### src/rtl/chq_scan_pkg.sv
`timescale 1ns/1ps
package chq_scan_pkg;

    typedef enum logic [1:0] {
        ST_IDLE   = 2'd0,
        ST_SETTLE = 2'd1,
        ST_CONV   = 2'd2,
        ST_FINISH = 2'd3
    } scan_state_e;

    // bits needed to hold any value up to max(a, b)
    function automatic int cnt_bits(input int a, input int b);
        int m;
        m = (a > b) ? a : b;
        return (m < 1) ? 1 : $clog2(m + 1);
    endfunction

endpackage

### src/rtl/chq_slot_timer.sv
`timescale 1ns/1ps
module chq_slot_timer #(
    parameter int CNT_W = 4
) (
    input  logic             clk_i,
    input  logic             rst_i,
    input  logic             clr_i,
    input  logic [CNT_W-1:0] lim_i,
    output logic             first_o,
    output logic             expire_o
);
    logic [CNT_W-1:0] cnt_q;

    always_ff @(posedge clk_i) begin
        if (rst_i || clr_i) begin
            cnt_q <= '0;
        end else begin
            cnt_q <= cnt_q + CNT_W'(1);
        end
    end

    assign first_o  = (cnt_q == '0);
    assign expire_o = (cnt_q == lim_i - CNT_W'(1));

    // the interval count never runs past the active interval length
    a_r3_cnt_in_range: assert property (@(posedge clk_i) disable iff (rst_i)
        cnt_q < lim_i);

endmodule

### src/rtl/chq_result_capture.sv
`timescale 1ns/1ps
module chq_result_capture #(
    parameter int DATA_W = 12
) (
    input  logic              clk_i,
    input  logic              rst_i,
    input  logic              open_i,
    input  logic              win_i,
    input  logic              ready_i,
    input  logic [DATA_W-1:0] data_i,
    output logic              ok_o,
    output logic [DATA_W-1:0] data_o
);
    logic              got_q;
    logic [DATA_W-1:0] cap_q;

    always_ff @(posedge clk_i) begin
        if (rst_i) begin
            got_q <= 1'b0;
            cap_q <= '0;
        end else if (open_i) begin
            got_q <= ready_i;
            cap_q <= ready_i ? data_i : '0;
        end else if (win_i && ready_i && !got_q) begin
            got_q <= 1'b1;
            cap_q <= data_i;
        end
    end

    always_comb begin
        if (open_i) begin
            ok_o   = ready_i;
            data_o = ready_i ? data_i : '0;
        end else if (got_q) begin
            ok_o   = 1'b1;
            data_o = cap_q;
        end else if (win_i && ready_i) begin
            ok_o   = 1'b1;
            data_o = data_i;
        end else begin
            ok_o   = 1'b0;
            data_o = '0;
        end
    end

    // once a code is held, later strobes in the window leave it unchanged
    a_r4_first_kept: assert property (@(posedge clk_i) disable iff (rst_i)
        (got_q && win_i && !open_i) |=> (open_i || $stable(cap_q)));

endmodule

### src/rtl/chq_scan_seq.sv
`timescale 1ns/1ps
module chq_scan_seq #(
    parameter int NUM_CH       = 48,
    parameter int DATA_W       = 12,
    parameter int SETTLE_TICKS = 1000,
    parameter int CONV_TICKS   = 1500
) (
    input  logic                      clk_i,
    input  logic                      rst_i,
    input  logic                      trig_i,
    output logic [$clog2(NUM_CH)-1:0] mux_addr_o,
    output logic                      adc_start_o,
    input  logic [DATA_W-1:0]         adc_data_i,
    input  logic                      adc_ready_i,
    output logic                      res_valid_o,
    output logic [DATA_W-1:0]         res_data_o,
    output logic [$clog2(NUM_CH)-1:0] res_chan_o,
    output logic                      res_err_o,
    output logic                      busy_o,
    output logic                      done_o
);
    import chq_scan_pkg::*;

    localparam int CH_W  = $clog2(NUM_CH);
    localparam int CNT_W = cnt_bits(SETTLE_TICKS, CONV_TICKS);
    localparam logic [CNT_W-1:0] SETTLE_LIM = CNT_W'(SETTLE_TICKS);
    localparam logic [CNT_W-1:0] CONV_LIM   = CNT_W'(CONV_TICKS);
    localparam logic [CH_W-1:0]  LAST_CH    = CH_W'(NUM_CH - 1);

    typedef struct packed {
        logic              err;
        logic [CH_W-1:0]   chan;
        logic [DATA_W-1:0] code;
    } slot_res_t;

    scan_state_e       state_q, state_d;
    logic [CH_W-1:0]   chan_q, chan_d;
    logic              emit;
    logic              tmr_clr, tmr_first, tmr_expire;
    logic [CNT_W-1:0]  tmr_lim;
    logic              cap_ok;
    logic [DATA_W-1:0] cap_data;
    logic              in_conv;
    logic              valid_q;
    slot_res_t         res_q;

    // ---------------- sequencing ----------------
    always_comb begin
        state_d = state_q;
        chan_d  = chan_q;
        emit    = 1'b0;
        case (state_q)
            ST_IDLE: begin
                chan_d = '0;
                if (trig_i) state_d = ST_SETTLE;
            end
            ST_SETTLE: begin
                if (tmr_expire) state_d = ST_CONV;
            end
            ST_CONV: begin
                if (tmr_expire) begin
                    emit = 1'b1;
                    if (chan_q == LAST_CH) begin
                        state_d = ST_FINISH;
                    end else begin
                        state_d = ST_SETTLE;
                        chan_d  = chan_q + CH_W'(1);
                    end
                end
            end
            ST_FINISH: begin
                state_d = ST_IDLE;
                chan_d  = '0;
            end
            default: begin
                state_d = ST_IDLE;
                chan_d  = '0;
            end
        endcase
    end

    always_ff @(posedge clk_i) begin
        if (rst_i) begin
            state_q <= ST_IDLE;
            chan_q  <= '0;
        end else begin
            state_q <= state_d;
            chan_q  <= chan_d;
        end
    end

    assign tmr_lim = (state_q == ST_CONV) ? CONV_LIM : SETTLE_LIM;
    assign tmr_clr = (state_d != state_q) || (state_q == ST_IDLE);

    chq_slot_timer #(.CNT_W(CNT_W)) u_timer (
        .clk_i    (clk_i),
        .rst_i    (rst_i),
        .clr_i    (tmr_clr),
        .lim_i    (tmr_lim),
        .first_o  (tmr_first),
        .expire_o (tmr_expire)
    );

    assign in_conv     = (state_q == ST_CONV);
    assign adc_start_o = in_conv && tmr_first;

    chq_result_capture #(.DATA_W(DATA_W)) u_capture (
        .clk_i   (clk_i),
        .rst_i   (rst_i),
        .open_i  (adc_start_o),
        .win_i   (in_conv),
        .ready_i (adc_ready_i),
        .data_i  (adc_data_i),
        .ok_o    (cap_ok),
        .data_o  (cap_data)
    );

    // ---------------- result stream ----------------
    always_ff @(posedge clk_i) begin
        if (rst_i) begin
            valid_q <= 1'b0;
            res_q   <= '0;
        end else begin
            valid_q <= emit;
            if (emit) begin
                res_q.err  <= !cap_ok;
                res_q.chan <= chan_q;
                res_q.code <= cap_data;
            end
        end
    end

    assign res_valid_o = valid_q;
    assign res_data_o  = res_q.code;
    assign res_chan_o  = res_q.chan;
    assign res_err_o   = res_q.err;
    assign mux_addr_o  = chan_q;
    assign busy_o      = (state_q != ST_IDLE);
    assign done_o      = (state_q == ST_FINISH);

    // ---------------- assertions ----------------
    a_r2_trig_starts: assert property (@(posedge clk_i) disable iff (rst_i)
        (!busy_o && trig_i) |=> (busy_o && mux_addr_o == '0));

    a_r3_start_single: assert property (@(posedge clk_i) disable iff (rst_i)
        adc_start_o |=> !adc_start_o);

    a_r3_addr_hold: assert property (@(posedge clk_i) disable iff (rst_i)
        (in_conv && busy_o) |-> $stable(mux_addr_o));

    a_r5_valid_in_scan: assert property (@(posedge clk_i) disable iff (rst_i)
        res_valid_o |-> busy_o);

    a_r6_err_zero: assert property (@(posedge clk_i) disable iff (rst_i)
        (res_valid_o && res_err_o) |-> (res_data_o == '0));

    a_r7_done_last: assert property (@(posedge clk_i) disable iff (rst_i)
        done_o |-> (res_valid_o && res_chan_o == LAST_CH));

    a_r8_busy_fall: assert property (@(posedge clk_i) disable iff (rst_i)
        $fell(busy_o) |-> $past(done_o));

endmodule

### config.mk
export PLATFORM = sky130hd
export DESIGN_NAME = chq_scan_seq
export DESIGN_NICKNAME = d
export VERILOG_FILES = /design/src/rtl/chq_scan_pkg.sv /design/src/rtl/chq_slot_timer.sv /design/src/rtl/chq_result_capture.sv /design/src/rtl/chq_scan_seq.sv
export SDC_FILE = /design/constraint.sdc
export NUM_CORES = 1
export LEC_CHECK = 0
export BUFFER_PORTS_ARGS = -buffer_cell sky130_fd_sc_hd__buf_2
export CORE_MARGIN = 1.5
export CORE_UTILIZATION = 25
export DETAILED_ROUTE_END_ITERATION = 6
export PLACE_DENSITY = 0.39
export SETUP_SLACK_MARGIN = 0.15
export SYNTH_ARGS = -nofsm -noshare
export SYNTH_HDL_FRONTEND = slang
export SYNTH_HIERARCHICAL = 1
export SYNTH_SLANG_ARGS = --single-unit
### constraint.sdc
create_clock -name clk_i -period 9.5 [get_ports clk_i]
set_clock_uncertainty 0.15 [all_clocks]
set_input_delay 1.9 -clock clk_i [delete_from_list [all_inputs] [get_ports clk_i]]
set_output_delay 1.9 -clock clk_i [all_outputs]
set_load 0.1 [all_outputs]
Word level (Yosys, flattened, before mapping)
Cells that the tools add are included.
{"block": "totals", "ff_bits": 52, "input_bits": 16, "output_inout_bits": 29, "word_cells": 56}
{"block": "classes", "addsub": 3, "eq_ne": 8, "n_mux": 22, "n_reduce_logical": 14}
{"cell": "$mux W12", "n": 6}
{"cell": "$mux W6", "n": 2}
{"cell": "$pmux W6 S2", "n": 1}
{"cell": "$add A11 B1 Y11 const B", "n": 1}
{"cell": "$eq A11 B11 Y1", "n": 1}
{"cell": "$logic_not A11 Y1", "n": 1}
{"cell": "$mux W11", "n": 1}
{"cell": "$sub A11 B1 Y11 const B", "n": 1}
{"cell": "$mux W2", "n": 4}
{"cell": "$pmux W2 S4", "n": 1}
{"cell": "$mux W1", "n": 7}
{"cell": "$add A6 B1 Y6 const B", "n": 1}
{"cell": "$eq A6 B6 Y1 const B", "n": 1}
{"cell": "$reduce_bool A2 Y1", "n": 3}
{"cell": "$eq A2 B2 Y1 const B", "n": 2}
{"cell": "$ne A2 B2 Y1 const B", "n": 2}
{"cell": "$logic_and A1 B1 Y1", "n": 3}
{"cell": "$reduce_and A3 Y1", "n": 1}
{"cell": "$eq A2 B1 Y1 const B", "n": 1}
{"cell": "$logic_not A1 Y1", "n": 2}
{"cell": "$logic_not A2 Y1", "n": 1}
{"cell": "$logic_or A1 B1 Y1", "n": 2}
{"cell": "$ne A2 B2 Y1", "n": 1}
{"cell": "$reduce_or A2 Y1", "n": 1}

Depth between registers and ports, before layout
{"block": "depth", "word_depth": 9, "ltp_mapped": 16, "depth_no_buf": 14}

Hierarchy
The synthesis kept the hierarchy.
{"module": "chq_scan_seq", "n_inst": 1, "cells_per_inst": 153, "area_per_inst_um2": 1217.4, "seq_area_each_um2": 560.5}
{"module": "chq_slot_timer", "n_inst": 1, "cells_per_inst": 106, "area_per_inst_um2": 854.6, "seq_area_each_um2": 220.2}
{"module": "chq_result_capture", "n_inst": 1, "cells_per_inst": 75, "area_per_inst_um2": 621.8, "seq_area_each_um2": 260.2}

Worst setup path after synthesis
No wires, ideal clock.
{"block": "synth_path", "path_type": "register to output", "start": "register state_q[0]", "end": "output port adc_start_o", "t_arrival_ns": 1.866, "required_time_ns": 7.450, "path_slack_ns": 5.584, "path_stages_with_launch": 4, "cell_sequence": "dfxtp_1 -> inv_1 -> ha_1 -> and2_1"}
{"block": "synth_via", "elab_chain_len": 2}
{"element": "from (decl)", "line": "chq_scan_seq.sv:36", "rtl": "scan_state_e state_q, state_d;"}
{"element": "from (signal assigned)", "line": "chq_scan_seq.sv:87", "rtl": "state_q <= state_d;"}
{"element": "$eq A2 B2 Y1", "line": "chq_scan_seq.sv:104", "rtl": "assign in_conv = (state_q == ST_CONV);"}
{"element": "named net in_conv", "line": "chq_scan_seq.sv:43", "rtl": "logic in_conv;"}
{"element": "$logic_and A1 B1 Y1", "line": "chq_scan_seq.sv:105", "rtl": "assign adc_start_o = in_conv && tmr_first;"}
{"element": "to (decl)", "line": "chq_scan_seq.sv:12", "rtl": "output logic adc_start_o,"}
The timed path passes the listed nets, and every way through them passes these cells.

Final worst setup path
{"block": "layout_path", "start": "register state_q[0]", "end": "register u_timer.cnt_q[7]"}
{"block": "layout_via", "elab_chain_len": 9, "word_cells_on_any_way": 14, "cone_classes": "1 x add/sub; 5 x eq/ne; 5 x mux; 3 x reduce/logical"}
{"element": "$eq A2 B2 Y1 *"}
{"element": "named net in_conv", "line": "chq_scan_seq.sv:43"}
{"element": "$mux W11 *", "line": "chq_scan_seq.sv:92", "rtl": "assign tmr_lim = (state_q == ST_CONV) ? CONV_LIM : SETTLE_LIM;"}
{"element": "named net tmr_lim[5]", "line": "chq_scan_seq.sv:40", "rtl": "logic [CNT_W-1:0] tmr_lim;"}
{"element": "$sub A11 B1 Y11 *", "line": "chq_slot_timer.sv:23", "rtl": "assign expire_o = (cnt_q == lim_i - CNT_W'(1));"}
{"element": "$eq A11 B11 Y1 *", "line": "chq_slot_timer.sv:23"}
{"element": "named net tmr_expire", "line": "chq_scan_seq.sv:39", "rtl": "logic tmr_clr, tmr_first, tmr_expire;"}
{"element": "$mux W2 (on tied branches)", "line": "chq_scan_seq.sv:61, chq_scan_seq.sv:58"}
{"element": "$pmux W2 S4 *", "line": "chq_scan_seq.sv:52", "rtl": "case (state_q)"}
{"element": "$ne A2 B2 Y1 *", "line": "chq_scan_seq.sv:93", "rtl": "assign tmr_clr = (state_d != state_q) || (state_q == ST_IDLE);"}
{"element": "$logic_or A1 B1 Y1 *", "line": "chq_scan_seq.sv:93"}
{"element": "named net tmr_clr", "line": "chq_scan_seq.sv:39"}
{"element": "$logic_or A1 B1 Y1 *", "line": "chq_slot_timer.sv:15", "rtl": "if (rst_i || clr_i) begin"}
{"element": "to (signal assigned)", "line": "chq_slot_timer.sv:18", "rtl": "cnt_q <= cnt_q + CNT_W'(1);"}
{"element": "to (decl)", "line": "chq_slot_timer.sv:12", "rtl": "logic [CNT_W-1:0] cnt_q;"}
The timed path passes the listed nets; every way through them passes the cells marked *.
A chain may end at the register's enable or synchronous reset.

==> flow_summary.html <==
<table>
<tr><th>Metric</th><th>Value</th></tr>
<tr><th colspan="2">Final layout</th></tr>
<tr><td>Area used by multi-input combinational logic</td><td>1610 um^2</td></tr>
<tr><td>Fillers</td><td>1177</td></tr>
<tr><td>Combined flip-flop and latch cell area</td><td>1040 um^2</td></tr>
<tr><td>Diode insertion count for antenna repair</td><td>0</td></tr>
<tr><td>Leading cell types in the layout, fill and taps excluded</td><td>sky130_fd_sc_hd__nand2_1, sky130_fd_sc_hd__dfxtp_1, sky130_fd_sc_hd__buf_2, sky130_fd_sc_hd__a21oi_1, sky130_fd_sc_hd__conb_1</td></tr>
<tr><td>Final Non-Filler Cells</td><td>531</td></tr>
<tr><td>Number of nets in the finished design</td><td>418</td></tr>
<tr><td>Most frequent standard cell in the layout excluding fill and tap cells</td><td>sky130_fd_sc_hd__nand2_1</td></tr>
<tr><td>P&amp;R area growth vs syn</td><td>19.3%</td></tr>
<tr><td>Fraction of layout instances using a drive strength above 1</td><td>15.9%</td></tr>
<tr><td>Final standard cell utilization of the core</td><td>31.0%</td></tr>
<tr><th colspan="2">Drt</th></tr>
<tr><td>Mean routed wirelength per cell</td><td>12.4 um</td></tr>
<tr><td>Total number of vias</td><td>2330</td></tr>
<tr><td>Remaining antenna violation count</td><td>0</td></tr>
<tr><td>DRC Markers</td><td>0</td></tr>
<tr><td>Count of TritonRoute iterations in the first routing pass</td><td>4</td></tr>
<tr><td>Mean number of vias per cell</td><td>4.39</td></tr>
<tr><td>Iter 0 DRT Violations</td><td>41</td></tr>
<tr><td>Final Routed Wirelength</td><td>6590 um</td></tr>
<tr><th colspan="2">CTS</th></tr>
<tr><td>Number of buffers added by the clock tree synthesis step</td><td>5</td></tr>
<tr><td>Clock tree from TritonCTS</td><td>done</td></tr>
<tr><td>Number of sinks on the clock net</td><td>52</td></tr>
<tr><td>Clock slew at reported path FFs</td><td>0.11 ns</td></tr>
<tr><td>Resized cells post-CTS</td><td>0</td></tr>
<tr><td>Max H-tree Level</td><td>2</td></tr>
<tr><td>Max clock buf depth</td><td>2</td></tr>
<tr><td>Worst skew pair latency</td><td>0.31 ns</td></tr>
<tr><td>Total of hold buffers inserted after clock tree synthesis</td><td>0</td></tr>
<tr><td>Root cell of the clock tree</td><td>sky130_fd_sc_hd__clkbuf_8</td></tr>
<tr><td>Buffers inserted during post-CTS setup optimization</td><td>0</td></tr>
<tr><th colspan="2">Logic synthesis</th></tr>
<tr><td>Top FF cell, synth</td><td>sky130_fd_sc_hd__dfxtp_1</td></tr>
<tr><td>Synth top area cells</td><td>sky130_fd_sc_hd__dfxtp_1, sky130_fd_sc_hd__nand2_1, sky130_fd_sc_hd__a21oi_1, sky130_fd_sc_hd__xor2_1, sky130_fd_sc_hd__o2bb2ai_1</td></tr>
<tr><td>Library cell occupying the most area in the post-synthesis netlist</td><td>sky130_fd_sc_hd__dfxtp_1</td></tr>
<tr><td>Number of synthesized register bits</td><td>52</td></tr>
<tr><td>Synth Warn #</td><td>6</td></tr>
<tr><td>Area share of the leading cell type in the synthesized netlist</td><td>38.6%</td></tr>
<tr><td>Area of the mapped netlist</td><td>2690 um^2</td></tr>
<tr><td>Post-synth EDFFs</td><td>0</td></tr>
<tr><td>Post-synthesis average cell area</td><td>8.07 um^2</td></tr>
<tr><td>Async S/R FF share, synth</td><td>0%</td></tr>
<tr><td>Sequential cell area fraction in the yosys report</td><td>38.6%</td></tr>
<tr><td>Synthesized instance count</td><td>334</td></tr>
<tr><td>Number of distinct library cells after synthesis</td><td>59</td></tr>
<tr><th colspan="2">Place</th></tr>
<tr><td>IO buf count</td><td>44</td></tr>
<tr><td>Post-Place Cells</td><td>523</td></tr>
<tr><td>Placed wire-length estimate after detailed placement</td><td>4620 um</td></tr>
<tr><td>Worst slack after detailed placement</td><td>5.13 ns</td></tr>
<tr><td>Final weighted congestion in routability-driven placement</td><td>0.756</td></tr>
<tr><th colspan="2">Worst setup path</th></tr>
<tr><td>Number of buffers and inverters on the critical path</td><td>2</td></tr>
<tr><td>Required time of the critical path</td><td>9.54 ns</td></tr>
<tr><td>Cell count of the worst reg-to-reg path</td><td>14</td></tr>
<tr><td>Critical register-to-register path endpoint</td><td>u_timer/cnt_q[7]$_SDFF_PP0_</td></tr>
<tr><td>Worst setup EP type</td><td>flop</td></tr>
<tr><td>Setup slack on the worst flop-to-flop path</td><td>5.14 ns</td></tr>
<tr><td>Crit-path most repeated cell</td><td>sky130_fd_sc_hd__nor2_1</td></tr>
<tr><td>Critical Path Source Type</td><td>flop</td></tr>
<tr><td>Dominant delay contributor by cell family on the critical path</td><td>simple AND/OR/NAND/NOR gates</td></tr>
<tr><td>Critical register-to-register path startpoint</td><td>state_q[0]$_SDFF_PP0_</td></tr>
<tr><td>Cells along the critical path</td><td>inv_1 -&gt; ha_1 -&gt; inv_1 -&gt; xor2_1 -&gt; nor2_1 -&gt; o211ai_1 -&gt; or4_1 -&gt; a21oi_1 -&gt; nand2_1 -&gt; nor2_1 -&gt; a211oi_1 -&gt; o211ai_1 -&gt; or2_1 -&gt; nor2_1</td></tr>
<tr><td>Slowest library cell on the worst path</td><td>sky130_fd_sc_hd__ha_1</td></tr>
<tr><td>Worst path arrival time</td><td>4.40 ns</td></tr>
<tr><td>Maximum single-stage delay on the critical path</td><td>0.59 ns</td></tr>
<tr><td>Category of the critical setup timing path</td><td>reg2reg</td></tr>
<tr><td>Maximum fanout count along the critical path</td><td>20</td></tr>
<tr><th colspan="2">Floorplan</th></tr>
<tr><td>Row Count</td><td>37</td></tr>
<tr><td>Initial Util</td><td>26.0%</td></tr>
<tr><td>Die Y</td><td>107 um</td></tr>
<tr><td>Horiz. Die Dim</td><td>107 um</td></tr>
<tr><td>Die Outline Area</td><td>11400 um^2</td></tr>
<tr><td>IO Pins</td><td>45</td></tr>
<tr><td>Area of the core</td><td>10400 um^2</td></tr>
<tr><th colspan="2">Global route</th></tr>
<tr><td>Global-route wire length before repair</td><td>11200 um</td></tr>
<tr><td>Number of antenna violations at the first check in global routing</td><td>0</td></tr>
<tr><td>Largest net degree at the start of global routing</td><td>36</td></tr>
<tr><td>Aggregate global routing overflow</td><td>0</td></tr>
<tr><td>Global-route usage over all layers</td><td>12.3%</td></tr>
<tr><td>Via count of the first global-routing pass</td><td>2311</td></tr>
<tr><th colspan="2">STA</th></tr>
<tr><td>Final Hold Vio Count</td><td>0</td></tr>
<tr><td>Final Worst Setup Slack</td><td>5.14 ns</td></tr>
<tr><td>Worst slew margin</td><td>38.9%</td></tr>
<tr><td>Post-route fraction of the period consumed by the critical path</td><td>45.9%</td></tr>
<tr><td>Aggregate negative setup slack</td><td>0 ns</td></tr>
<tr><td>Period minus WS final</td><td>4.36 ns</td></tr>
<tr><td>Unrepaired setup endpoints after global routing</td><td>no</td></tr>
<tr><td>Fmax achieved</td><td>0.229 GHz</td></tr>
<tr><td>Total of endpoints with negative setup slack in the final report</td><td>0</td></tr>
<tr><td>Transition time at the pin with the least slew margin</td><td>0.915 ns</td></tr>
<tr><td>Final Max Slew Viols</td><td>0</td></tr>
<tr><th colspan="2">Hold path</th></tr>
<tr><td>Hold crit path type</td><td>reg2reg</td></tr>
<tr><td>Min-delay src</td><td>res_data_o[8]$_SDFFE_PP0P_</td></tr>
<tr><td>Cell count of the worst hold path</td><td>2</td></tr>
<tr><td>Min-Delay Endpoint</td><td>res_data_o[8]$_SDFFE_PP0P_</td></tr>
<tr><th colspan="2">Status</th></tr>
<tr><td>Result of the run</td><td>finished, final reports clean</td></tr>
<tr><th colspan="2">Power and ir drop</th></tr>
<tr><td>Power density of the placed cells</td><td>135 nW/um^2</td></tr>
<tr><td>Peak ir drop on the vdd network</td><td>0.0000659 V</td></tr>
<tr><td>Static power due to leakage</td><td>1.28 nW</td></tr>
<tr><th colspan="2">Flow run</th></tr>
<tr><td>Max Cap Viol</td><td>0</td></tr>
</table>
cell type report:
type,instances,share of cell area (%)
inverters,14,1.63
well taps,136,5.29
clock inverters,2,1.21
clock buffers,6,2.26
repair buffers,45,7.08
multi-input cells,276,50.1
flip-flops and latches,52,32.4
routing by layer:
layer | track usage [%] | up-vias | wire [um]
met1 | 16.5 | 1057 | 3340
li1 | - | 1235 | -
met3 | 2.86 | 6 | 265
met4 | 3.90 | 0 | 77
met2 | 19.4 | 32 | 2910
met5 | 0 | - | 0
synthesized netlist by cell type, types with 4 or more instances:
master / number
sky130_fd_sc_hd__dfxtp_1: 52
sky130_fd_sc_hd__a21oi_1: 30
sky130_fd_sc_hd__ha_1: 8
sky130_fd_sc_hd__nand3_1: 7
sky130_fd_sc_hd__clkbuf_1: 7
sky130_fd_sc_hd__o21ai_1: 7
sky130_fd_sc_hd__nor3_1: 4
sky130_fd_sc_hd__o21ai_0: 14
sky130_fd_sc_hd__or2_1: 5
sky130_fd_sc_hd__nand2_1: 73
sky130_fd_sc_hd__inv_1: 13
sky130_fd_sc_hd__or4_1: 4
sky130_fd_sc_hd__o2bb2ai_1: 12
sky130_fd_sc_hd__xor2_1: 14
sky130_fd_sc_hd__nor2_1: 17
sky130_fd_sc_hd__buf_2: 5
stage by stage:
step | hold WS (ns) | instance area [um^2] | total power, mW
finish | 0.312 | 3210 | 0.435
global route | 0.336 | 3210 | 0.456
CTS | 0.316 | 3210 | 0.444
floorplan | 0.282 | 2780 | 0.267
detailed placement | 0.296 | 3100 | 0.280
global placement | 0.294 | 3100 | 0.281
where the power goes:
part / internal, mW / leakage [nW] / switching (mW) / total (mW)
logic: 0.0157 / 0.804 / 0.0357 / 0.0514
registers: 0.220 / 0.419 / 0.00335 / 0.223
clock network: 0.0799 / 0.0558 / 0.0804 / 0.160
total: 0.316 / 1.28 / 0.119 / 0.435
registers in the layout (all words and copies together), names as in the netlist:
signal,cells
res_data_o,12
u_capture/cap_q,12
u_timer/cnt_q,11
mux_addr_o,6
res_chan_o,6
state_q,2
res_err_o,1
res_valid_o,1
u_capture/got_q,1
worst min-delay path, stage by stage (launching register included):
cell                      delay [ns]
sky130_fd_sc_hd__dfxtp_1        0.32
sky130_fd_sc_hd__nand2_1        0.05
sky130_fd_sc_hd__a21oi_1        0.05
cells by family (layout without fill, tap and decap cells):
| kind of cell | after synthesis | count (layout) | share of synthesized area [%] |
|---|---|---|---|
| AOI/OAI and AO/OA | 81 | 81 | 19.5 |
| muxes | 2 | 2 | 0.743 |
| DFF | 52 | 52 | 38.6 |
| and+or+nand+nor | 140 | 140 | 25.5 |
| other | 2 | 26 | 0.279 |
| xor gates and xnor gates | 19 | 19 | 6.74 |
| buffers and inverters | 30 | 67 | 4.88 |
| adders and majority gates | 8 | 8 | 3.72 |
worst max path at each step:
stage                                      from                          end  slack (ns)  cells past startpoint
after CTS                 state_q[0]$_SDFF_PP0_  u_timer/cnt_q[7]$_SDFF_PP0_        5.09                     14
final                     state_q[0]$_SDFF_PP0_  u_timer/cnt_q[7]$_SDFF_PP0_        5.14                     14
after global placement    state_q[0]$_SDFF_PP0_  u_timer/cnt_q[3]$_SDFF_PP0_        5.25                     14
after floorplan           state_q[0]$_SDFF_PP0_                  adc_start_o        5.58                      3
after detailed placement  state_q[0]$_SDFF_PP0_  u_timer/cnt_q[2]$_SDFF_PP0_        5.13                     14
after global routing      state_q[0]$_SDFF_PP0_  u_timer/cnt_q[7]$_SDFF_PP0_        4.62                     14
Power figures use the tool's default switching activity.
